## src/rtl/fetchq_pkg.sv

```systemverilog
package fetchq_pkg;
  // Termination kind of a fetch block
  typedef enum logic [1:0] {
    TERM_NONE   = 2'b00,
    TERM_TAKEN  = 2'b01,
    TERM_RETURN = 2'b10,
    TERM_RSVD   = 2'b11
  } term_e;
endpackage

```

## src/rtl/fq_fifo.sv

```systemverilog
module fq_fifo #(
  parameter  int WIDTH = 8,
  parameter  int DEPTH = 8,
  localparam int PTR_W = (DEPTH > 1) ? $clog2(DEPTH) : 1,
  localparam int CNT_W = $clog2(DEPTH + 1)
) (
  input  logic             clk,
  input  logic             rst_n,
  input  logic             push,
  input  logic [WIDTH-1:0] push_data,
  input  logic             pop,
  input  logic             flush,
  output logic [WIDTH-1:0] head_data,
  output logic [CNT_W-1:0] count,
  output logic             empty
);
  logic [WIDTH-1:0] mem [DEPTH];
  logic [PTR_W-1:0] wr_ptr, rd_ptr;

  function automatic logic [PTR_W-1:0] bump(input logic [PTR_W-1:0] p);
    return (p == PTR_W'(DEPTH - 1)) ? '0 : p + 1'b1;
  endfunction

  always_ff @(posedge clk) begin
    if (!rst_n) begin
      wr_ptr <= '0;
      rd_ptr <= '0;
      count  <= '0;
    end else if (flush) begin
      wr_ptr <= '0;
      rd_ptr <= '0;
      count  <= '0;
    end else begin
      if (push) wr_ptr <= bump(wr_ptr);
      if (pop)  rd_ptr <= bump(rd_ptr);
      count <= count + CNT_W'(push) - CNT_W'(pop);
    end
  end

  always_ff @(posedge clk) begin
    if (push && !flush) mem[wr_ptr] <= push_data;
  end

  assign head_data = mem[rd_ptr];
  assign empty     = (count == '0);
endmodule

```

## src/rtl/fq_dn_credits.sv

```systemverilog
module fq_dn_credits #(
  parameter  int MAX = 4,
  localparam int W   = $clog2(MAX + 1)
) (
  input  logic         clk,
  input  logic         rst_n,
  input  logic         take,
  input  logic         give_a,
  input  logic         give_b,
  output logic [W-1:0] avail,
  output logic         has_credit
);
  always_ff @(posedge clk) begin
    if (!rst_n) avail <= W'(MAX);
    else        avail <= avail - W'(take) + W'(give_a) + W'(give_b);
  end

  assign has_credit = (avail != '0);
endmodule

```

## src/rtl/fq_inflight.sv

```systemverilog
module fq_inflight (
  input  logic clk,
  input  logic rst_n,
  input  logic issue,
  input  logic rsp,
  input  logic flush,
  output logic busy,
  output logic drop
);
  always_ff @(posedge clk) begin
    if (!rst_n) begin
      busy <= 1'b0;
      drop <= 1'b0;
    end else begin
      if (issue)    busy <= 1'b1;
      else if (rsp) busy <= 1'b0;
      if (rsp)                drop <= 1'b0;
      else if (flush && busy) drop <= 1'b1;
    end
  end
endmodule

```

## src/rtl/fetch_req_queue.sv

```systemverilog
module fetch_req_queue
  import fetchq_pkg::*;
#(
  parameter  int ADDR_W     = 32,
  parameter  int LINE_BYTES = 16,
  parameter  int DEPTH      = 8,
  parameter  int DN_CREDITS = 4,
  localparam int BYTES_W    = $clog2(LINE_BYTES) + 1,
  localparam int DATA_W     = LINE_BYTES * 8,
  localparam int CNT_W      = $clog2(DEPTH + 1),
  localparam int DNC_W      = $clog2(DN_CREDITS + 1)
) (
  input  logic               clk,
  input  logic               rst_n,
  input  logic               req_valid,
  input  logic [ADDR_W-1:0]  req_addr,
  input  logic [BYTES_W-1:0] req_bytes,
  input  logic [1:0]         req_term,
  output logic               cred_ret_valid,
  output logic [CNT_W-1:0]   cred_ret_count,
  input  logic               redirect_flush,
  output logic               ic_req_valid,
  input  logic               ic_req_ready,
  output logic [ADDR_W-1:0]  ic_req_addr,
  output logic [BYTES_W-1:0] ic_req_bytes,
  input  logic               ic_rsp_valid,
  input  logic [DATA_W-1:0]  ic_rsp_data,
  input  logic               dn_credit_ret,
  output logic               out_valid,
  output logic [ADDR_W-1:0]  out_addr,
  output logic [BYTES_W-1:0] out_bytes,
  output logic [1:0]         out_term,
  output logic [DATA_W-1:0]  out_data
);
  typedef struct packed {
    logic [ADDR_W-1:0]  addr;
    logic [BYTES_W-1:0] bytes;
    term_e              term;
  } entry_t;

  localparam int ENTRY_W = $bits(entry_t);

  entry_t             push_e, head_e;
  logic [ENTRY_W-1:0] head_bits;
  logic [CNT_W-1:0]   occ;
  logic               q_empty;
  logic               push, issue, rsp_seen, rsp_live, refund;
  logic               busy, drop;
  logic [DNC_W-1:0]   dn_avail;
  logic               dn_ok;

  assign push_e = '{addr: req_addr, bytes: req_bytes, term: term_e'(req_term)};
  assign head_e = entry_t'(head_bits);

  // Requests arriving with a flush belong to the discarded path
  assign push     = req_valid & ~redirect_flush;
  assign rsp_seen = ic_rsp_valid & busy;
  assign rsp_live = rsp_seen & ~drop & ~redirect_flush;
  assign refund   = rsp_seen & (drop | redirect_flush);

  assign ic_req_valid = ~q_empty & ~busy & dn_ok & ~redirect_flush;
  assign ic_req_addr  = head_e.addr;
  assign ic_req_bytes = head_e.bytes;
  assign issue        = ic_req_valid & ic_req_ready;

  fq_fifo #(.WIDTH(ENTRY_W), .DEPTH(DEPTH)) u_fifo (
    .clk       (clk),
    .rst_n     (rst_n),
    .push      (push),
    .push_data (push_e),
    .pop       (rsp_live),
    .flush     (redirect_flush),
    .head_data (head_bits),
    .count     (occ),
    .empty     (q_empty)
  );

  fq_dn_credits #(.MAX(DN_CREDITS)) u_dn (
    .clk        (clk),
    .rst_n      (rst_n),
    .take       (issue),
    .give_a     (dn_credit_ret),
    .give_b     (refund),
    .avail      (dn_avail),
    .has_credit (dn_ok)
  );

  fq_inflight u_inflight (
    .clk   (clk),
    .rst_n (rst_n),
    .issue (issue),
    .rsp   (rsp_seen),
    .flush (redirect_flush),
    .busy  (busy),
    .drop  (drop)
  );

  // Output stage: data paired with the metadata of the entry being retired
  always_ff @(posedge clk) begin
    if (!rst_n) begin
      out_valid <= 1'b0;
      out_addr  <= '0;
      out_bytes <= '0;
      out_term  <= '0;
      out_data  <= '0;
    end else begin
      out_valid <= rsp_live;
      if (rsp_live) begin
        out_addr  <= head_e.addr;
        out_bytes <= head_e.bytes;
        out_term  <= head_e.term;
        out_data  <= ic_rsp_data;
      end
    end
  end

  // Credit return: one per retired entry, bulk on flush
  always_ff @(posedge clk) begin
    if (!rst_n) begin
      cred_ret_valid <= 1'b0;
      cred_ret_count <= '0;
    end else if (redirect_flush) begin
      cred_ret_valid <= (occ != '0) | req_valid;
      cred_ret_count <= occ + CNT_W'(req_valid);
    end else begin
      cred_ret_valid <= rsp_live;
      cred_ret_count <= CNT_W'(rsp_live);
    end
  end
endmodule

```

## config.mk

```make
export PLATFORM = sky130hd
export DESIGN_NAME = fetch_req_queue
export DESIGN_NICKNAME = d
export VERILOG_FILES = /design/src/rtl/fetchq_pkg.sv /design/src/rtl/fq_fifo.sv /design/src/rtl/fq_dn_credits.sv /design/src/rtl/fq_inflight.sv /design/src/rtl/fetch_req_queue.sv
export SDC_FILE = /design/constraint.sdc
export NUM_CORES = 1
export LEC_CHECK = 0
export BUFFER_PORTS_ARGS = -buffer_cell sky130_fd_sc_hd__buf_2
export CAP_MARGIN = 20
export CORE_MARGIN = 2
export CORE_UTILIZATION = 45
export DETAILED_ROUTE_END_ITERATION = 10
export GPL_TIMING_DRIVEN = 0
export PLACE_DENSITY = 0.63
export SETUP_SLACK_MARGIN = 0.05
export SLEW_MARGIN = 0
export SYNTH_ARGS = -nofsm -noshare
export SYNTH_HDL_FRONTEND = slang
export SYNTH_SLANG_ARGS = --single-unit
```

## constraint.sdc

```tcl
create_clock -name clk -period 4.91 [get_ports clk]
set_input_delay 0.2455 -clock clk [delete_from_list [all_inputs] [get_ports clk]]
set_output_delay 0.2455 -clock clk [all_outputs]
set_load 0.01 [all_outputs]
```

# Word level (Yosys, flattened, before mapping)
# Memories as Yosys holds them, arrays and structs flattened. A register that Yosys moved wholly into a read port is not among the register bits.
# Index checks and enable logic that the tools add are counted.
[word_totals] output_inout_bits=211 mem_bits_rw=312 register_bits=188 inputBits=174 mem_count=1 wordCells=61
[classes] add_sub_neg=8 n_eq_ne=2 bitwise=16 mux=10 n_reduce_logical=10
[mem_list] name="u_fifo.mem" words=8 word_bits=39 read_ports=1 rd_clocked_by_memory_dff=1 wr=1 line_no="fq_fifo.sv:17" text="logic [WIDTH-1:0] mem [DEPTH];"
[ops] operator="$mux 3" count=4
[ops] operator="$and 1x1->1" count=9
[ops] operator="$add 4x1->4" count=2
[ops] operator="$add 3x1->3" count=2
[ops] operator="$add 3x1->3 const B" count=2
[ops] operator="$eq 3x3->1 const B" count=2
[ops] operator="$mux 1" count=6
[ops] operator="$not 1->1" count=5
[ops] operator="$logic_not 4->1" count=1
[ops] operator="$reduce_bool 4->1" count=1
[ops] operator="$reduce_or 2->1" count=2
[ops] operator="$sub 4x1->4" count=1
[ops] operator="$reduce_bool 3->1" count=1
[ops] operator="$sub 3x1->3" count=1
[ops] operator="$logic_and 1x1->1" count=2
[ops] operator="$or 1x1->1" count=2
[ops] operator="$reduce_and 2->1" count=1
[ops] operator="$reduce_bool 2->1" count=1
[ops] operator="$logic_not 1->1" count=1

# Logic depth before layout (Yosys ltp)
[logic_depth] word_depth=9 mapped_depth=13 mapped_depth_nobuf=12

# Hierarchy
# From an unflattened synthesis, not the netlist that was laid out.
[unflattened] cells_unflattened=1299 hier_area_um2=19194.7
[modules_own_cells] module="fq_fifo" area_each_um2=12448.2 cells_each=526 instances=1
[modules_own_cells] module="fetch_req_queue" area_each_um2=6501.2 cells_each=752 instances=1
[modules_own_cells] module="fq_dn_credits" area_each_um2=173.9 cells_each=15 instances=1
[modules_own_cells] module="fq_inflight" area_each_um2=71.3 cells_each=6 instances=1

# Worst setup path after synthesis
# Ideal clock, no wire load.
[synth_timing] path_type="input to register" from="in redirect_flush" to="mem u_fifo.mem[0][0] (netlist name), enable pin" setup_slack_ns=0.981 path_buffers=1 stages=4 arrival_time_ns=3.445 setup_ns=0.484 path_cell_list="buf_2 -> nor2b_1 -> nand2b_1 -> nor3_1"
[synth_via] elab_chain_cells=5
[synth_lines] item="start, declared" line_no="fetch_req_queue.sv:21" text="input logic redirect_flush,"
[synth_lines] item="$not 1->1" line_no="fetch_req_queue.sv:56" text="assign push = req_valid & ~redirect_flush;"
[synth_lines] item="$and 1x1->1" line_no="fetch_req_queue.sv:56"
[synth_lines] item="via push" line_no="fetch_req_queue.sv:47" text="logic push, issue, rsp_seen, rsp_live, refund;"
[synth_lines] item="$logic_and 1x1->1" line_no="fq_fifo.sv:41" text="if (push && !flush) mem[wr_ptr] <= push_data;"
[synth_lines] item="$mux 1" line_no="fq_fifo.sv:41"
[synth_lines] item="$mux 1 (not written as such)" line_no="fq_fifo.sv:41"
[synth_lines] item="end, declared" line_no="fq_fifo.sv:17"
# The timed path passes the listed nets, and every way through them passes these cells.

==> results.py <==
metrics = {
    "clock_network": {
        "numCtsBuffers": 52,
        "cts_root_buf": "clkbuf_16",
        "clock-sinks": 503,
        "ctsHtreeMaxLevel": 2,
        "clock_latency_ns": 0.59,
        "cts.path.max_buffers": 3,
        "path_clk_slew_ns": 0.06,
        "cts_tree": "yes",
    },
    "worst_setup_path": {
        "r2r-start": "u_fifo.count[2]",
        "rr_worst_depth": 12,
        "crit_chain": "nand2_1 -> buf_2 -> buf_1 -> o22ai_1 -> a221oi_2 -> buf_4 -> buf_2",
        "critPathLaunchType": "flip-flop",
        "worstSetupPathType": "flip-flop to output port",
        "cp-end-kind": "output port",
        "required_ns": 4.66,
        "worstPathArrival_ns": 2.75,
        "cp_top_family": "buffers and inverters",
        "path_buf_inv": 4,
        "rrSetupSlack_ns": 2.06,
        "rr_endpoint": "u_dn.avail[2]",
        "cp_max_fo": 10,
        "crit_top_cell": "buf_2",
        "critical_path.max_stage_delay_ns": 0.57,
        "cp_slowest_cell": "buf_1",
    },
    "run": {
        "drv_cap": 0,
    },
    "floorplanning": {
        "start_util_pct": 45.6,
        "die_height_um": 213,
        "die_x_um": 213,
        "ios": 385,
        "coreArea_um2": 43200,
        "rows": 76,
        "die-area_um2": 45400,
    },
    "yosys": {
        "synthFlopType": "edfxtp_1",
        "syn_inst": 1430,
        "synth-adder-area-share_pct": 1.13,
        "synth_top_family_by_area": "compound AO/OA/AOI/OAI gates",
        "synthMuxAreaShare_pct": 8.53,
        "yosysWarnings": 0,
        "yosys.area_share.simple_pct": 6.19,
        "yosysUniqueCellTypes": 43,
        "ys_ff_latch": 503,
        "synth_edf_count": 312,
        "yosysSeqAreaShare_pct": 67.0,
        "netlist_area_um2": 19700,
        "synthesis.nets": 1620,
        "synth-xor-area-share_pct": 0.267,
        "synth_area_per_cell_um2": 13.8,
        "synthArstFlopShare_pct": 0,
        "synth_compound_area_share_pct": 12.3,
    },
    "place": {
        "gp_congestion": 0.835,
        "hpwl_um": 35500,
        "port_buffers": 383,
        "post_dp_cell_area_um2": 22600,
    },
    "timing": {
        "fin_tns_setup_ns": 0,
        "worst_hold_slack_ns": 0.0470,
        "fin_crit_sh_pct": 61.0,
        "hold_violations": 0,
        "fmax_mhz": 334,
        "finClkSkew_ns": 0.0240,
        "rsz0062_at_grt": "false",
        "tightest_slew_ns": 1.06,
        "setup_viol": 0,
        "drv_slew": 0,
        "fin_crit_ns": 3.00,
        "slew_headroom_pct": 28.7,
    },
    "finish": {
        "area_growth_syn_to_layout_pct": 33.4,
        "fin_area_um2": 26300,
        "final_common_cell": "buf_2",
        "final_cell_mix": "buf_2 (404), edfxtp_1 (312), nand2_1 (270)",
        "final_util_pct": 60.9,
        "drive_above_1_share_pct": 33.5,
        "finalNetCount": 2243,
    },
    "routing": {
        "drt-total-wl_um": 53900,
        "viasPerCell": 5.06,
        "ant_nets": 0,
        "wire_per_inst_um": 20.1,
        "dr.pass1.iters": 5,
        "drc": 0,
        "drt_iter0_drc": 797,
        "vias": 13600,
    },
    "global_routing": {
        "grt_usage_pct": 22.9,
        "overflow": 0,
        "grt_max_degree": 25,
        "grt_first_pass_wirelength_um": 78400,
        "antenna_found_initial": 3,
        "first_global_vias": 13700,
    },
    "min_path": {
        "hold_start": "dn_credit_ret",
        "hold_depth": 3,
        "hold_class": "primary input to flip-flop",
        "hold_end": "u_dn.avail[0]",
    },
    "status": {
        "outcome": "completed",
    },
    "pwr": {
        "ir_drop_mv": 0.285,
        "power_per_cell_area_nw_per_um2": 353,
        "leakage_nw": 9.89,
    },
}
cells in the mapped netlist (2+ instances only):
library cell | n | area (µm²)
edfxtp_1 | 312 | 9370
nand2_1 | 270 | 1010
dfxtp_1 | 191 | 3820
mux2i_1 | 80 | 801
mux2_2 | 78 | 878
a21boi_1 | 73 | 548
a21boi_0 | 57 | 428
buf_4 | 53 | 398
o22ai_1 | 38 | 238
a221oi_2 | 37 | 556
clkbuf_1 | 34 | 128
o21ai_1 | 34 | 170
o21ba_1 | 34 | 340
buf_2 | 21 | 105
buf_6 | 17 | 191
nor2_1 | 17 | 63.8
ha_1 | 13 | 163
inv_1 | 11 | 41.3
a21oi_1 | 8 | 40.0
nand2b_1 | 6 | 37.5
o21ai_0 | 6 | 30.0
xnor2_1 | 5 | 43.8
and2_1 | 4 | 25.0
buf_1 | 3 | 11.3
fa_1 | 3 | 60.1
nor2b_1 | 3 | 18.8
nor3_1 | 3 | 15.0
o21ba_2 | 3 | 30.0
or3_1 | 2 | 12.5
through the flow:
step	setup slack, ns	instances	power, mW
floorplan	0.981	1430	4.76
global placement	-1.89	2398	4.92
detailed placement	2.06	2413	4.93
CTS	1.82	2682	9.38
global route	1.73	2684	9.56
finish	1.91	2684	9.28
routing by layer:
metal  global-route usage, %  part of all wire (%)  up-vias
li1                        -                     -     6413
met1                    27.4                    41     6661
met2                    41.4                    50      411
met3                    4.07                   5.8      105
met4                    8.29                   3.1        2
met5                       0                 0.013        -
cell type report:
class,count,area (µm²)
Antenna cell,2,5.00
Inverter,12,46.3
Clock inverter,31,455
Clock buffer,67,1470
Buffer,129,848
Timing Repair Buffer,569,3860
Fill cell,3379,16900
Sequential cell,503,13200
Tap cell,585,732
Multi-Input combinational cell,786,5660
flip-flops by register name, indices dropped and copies added (netlist names), named ones only:
register,flops
u_fifo.mem,312
out_valid,1
cred_ret_count,4
u_dn.avail,3
u_inflight.drop,1
out_term,2
out_addr,32
out_data,128
cred_ret_valid,1
u_fifo.count,4
u_fifo.wr_ptr,3
u_fifo.rd_ptr,3
u_inflight.busy,1
out_bytes,5
cells by family after synthesis:
group | count (synthesis)
adders and majority gates | 16
AOI/OAI and AO/OA | 296
muxes | 158
DFF | 503
xor gates and xnor gates | 6
and+or+nand+nor | 310
buffers and inverters | 141
repair_timing:
| item | in CTS | in global routing |
|---|---|---|
| buffers inserted | 0 | 0 |
| setup endpoints to repair | 0 | 0 |
| hold buffers | 171 | 0 |
| hold endpoints to repair | 448 | 0 |
| gates resized for setup | 0 | 0 |
where the power goes:
| part | internal, mW | leakage, nW | switching (mW) |
|---|---|---|---|
| sequential | 4.52 | 4.36 | 0.0141 |
| clock | 2.70 | 0.931 | 1.63 |
| combinational | 0.236 | 4.60 | 0.188 |
worst register-to-register path, cell delays in order, from the launching register on:
cell     delay [ns]
dfxtp_1        0.38
inv_1          0.08
ha_1           0.21
nor3b_1        0.14
nor4_1         0.34
and2_1         0.21
ha_1           0.13
inv_1          0.04
fa_1           0.38
fa_1           0.41
xnor2_1        0.18
xnor2_1        0.14
nand2_1        0.06
worst max path at each step:
stage                          from                end  slack, ns  cells past startpoint
floorplan            redirect_flush   u_fifo.mem[0][0]       0.98                      4
global placement          req_valid  u_fifo.mem[0][12]      -1.89                      4
finish                    flip-flop    ic_req_bytes[0]       1.91                      7
CTS                       flip-flop    ic_req_bytes[0]       1.82                      7
global route              flip-flop    ic_req_bytes[0]       1.73                      7
detailed placement  u_fifo.count[2]      u_dn.avail[2]       2.06                     12
Note: power is estimated with default switching activity, not from simulation.
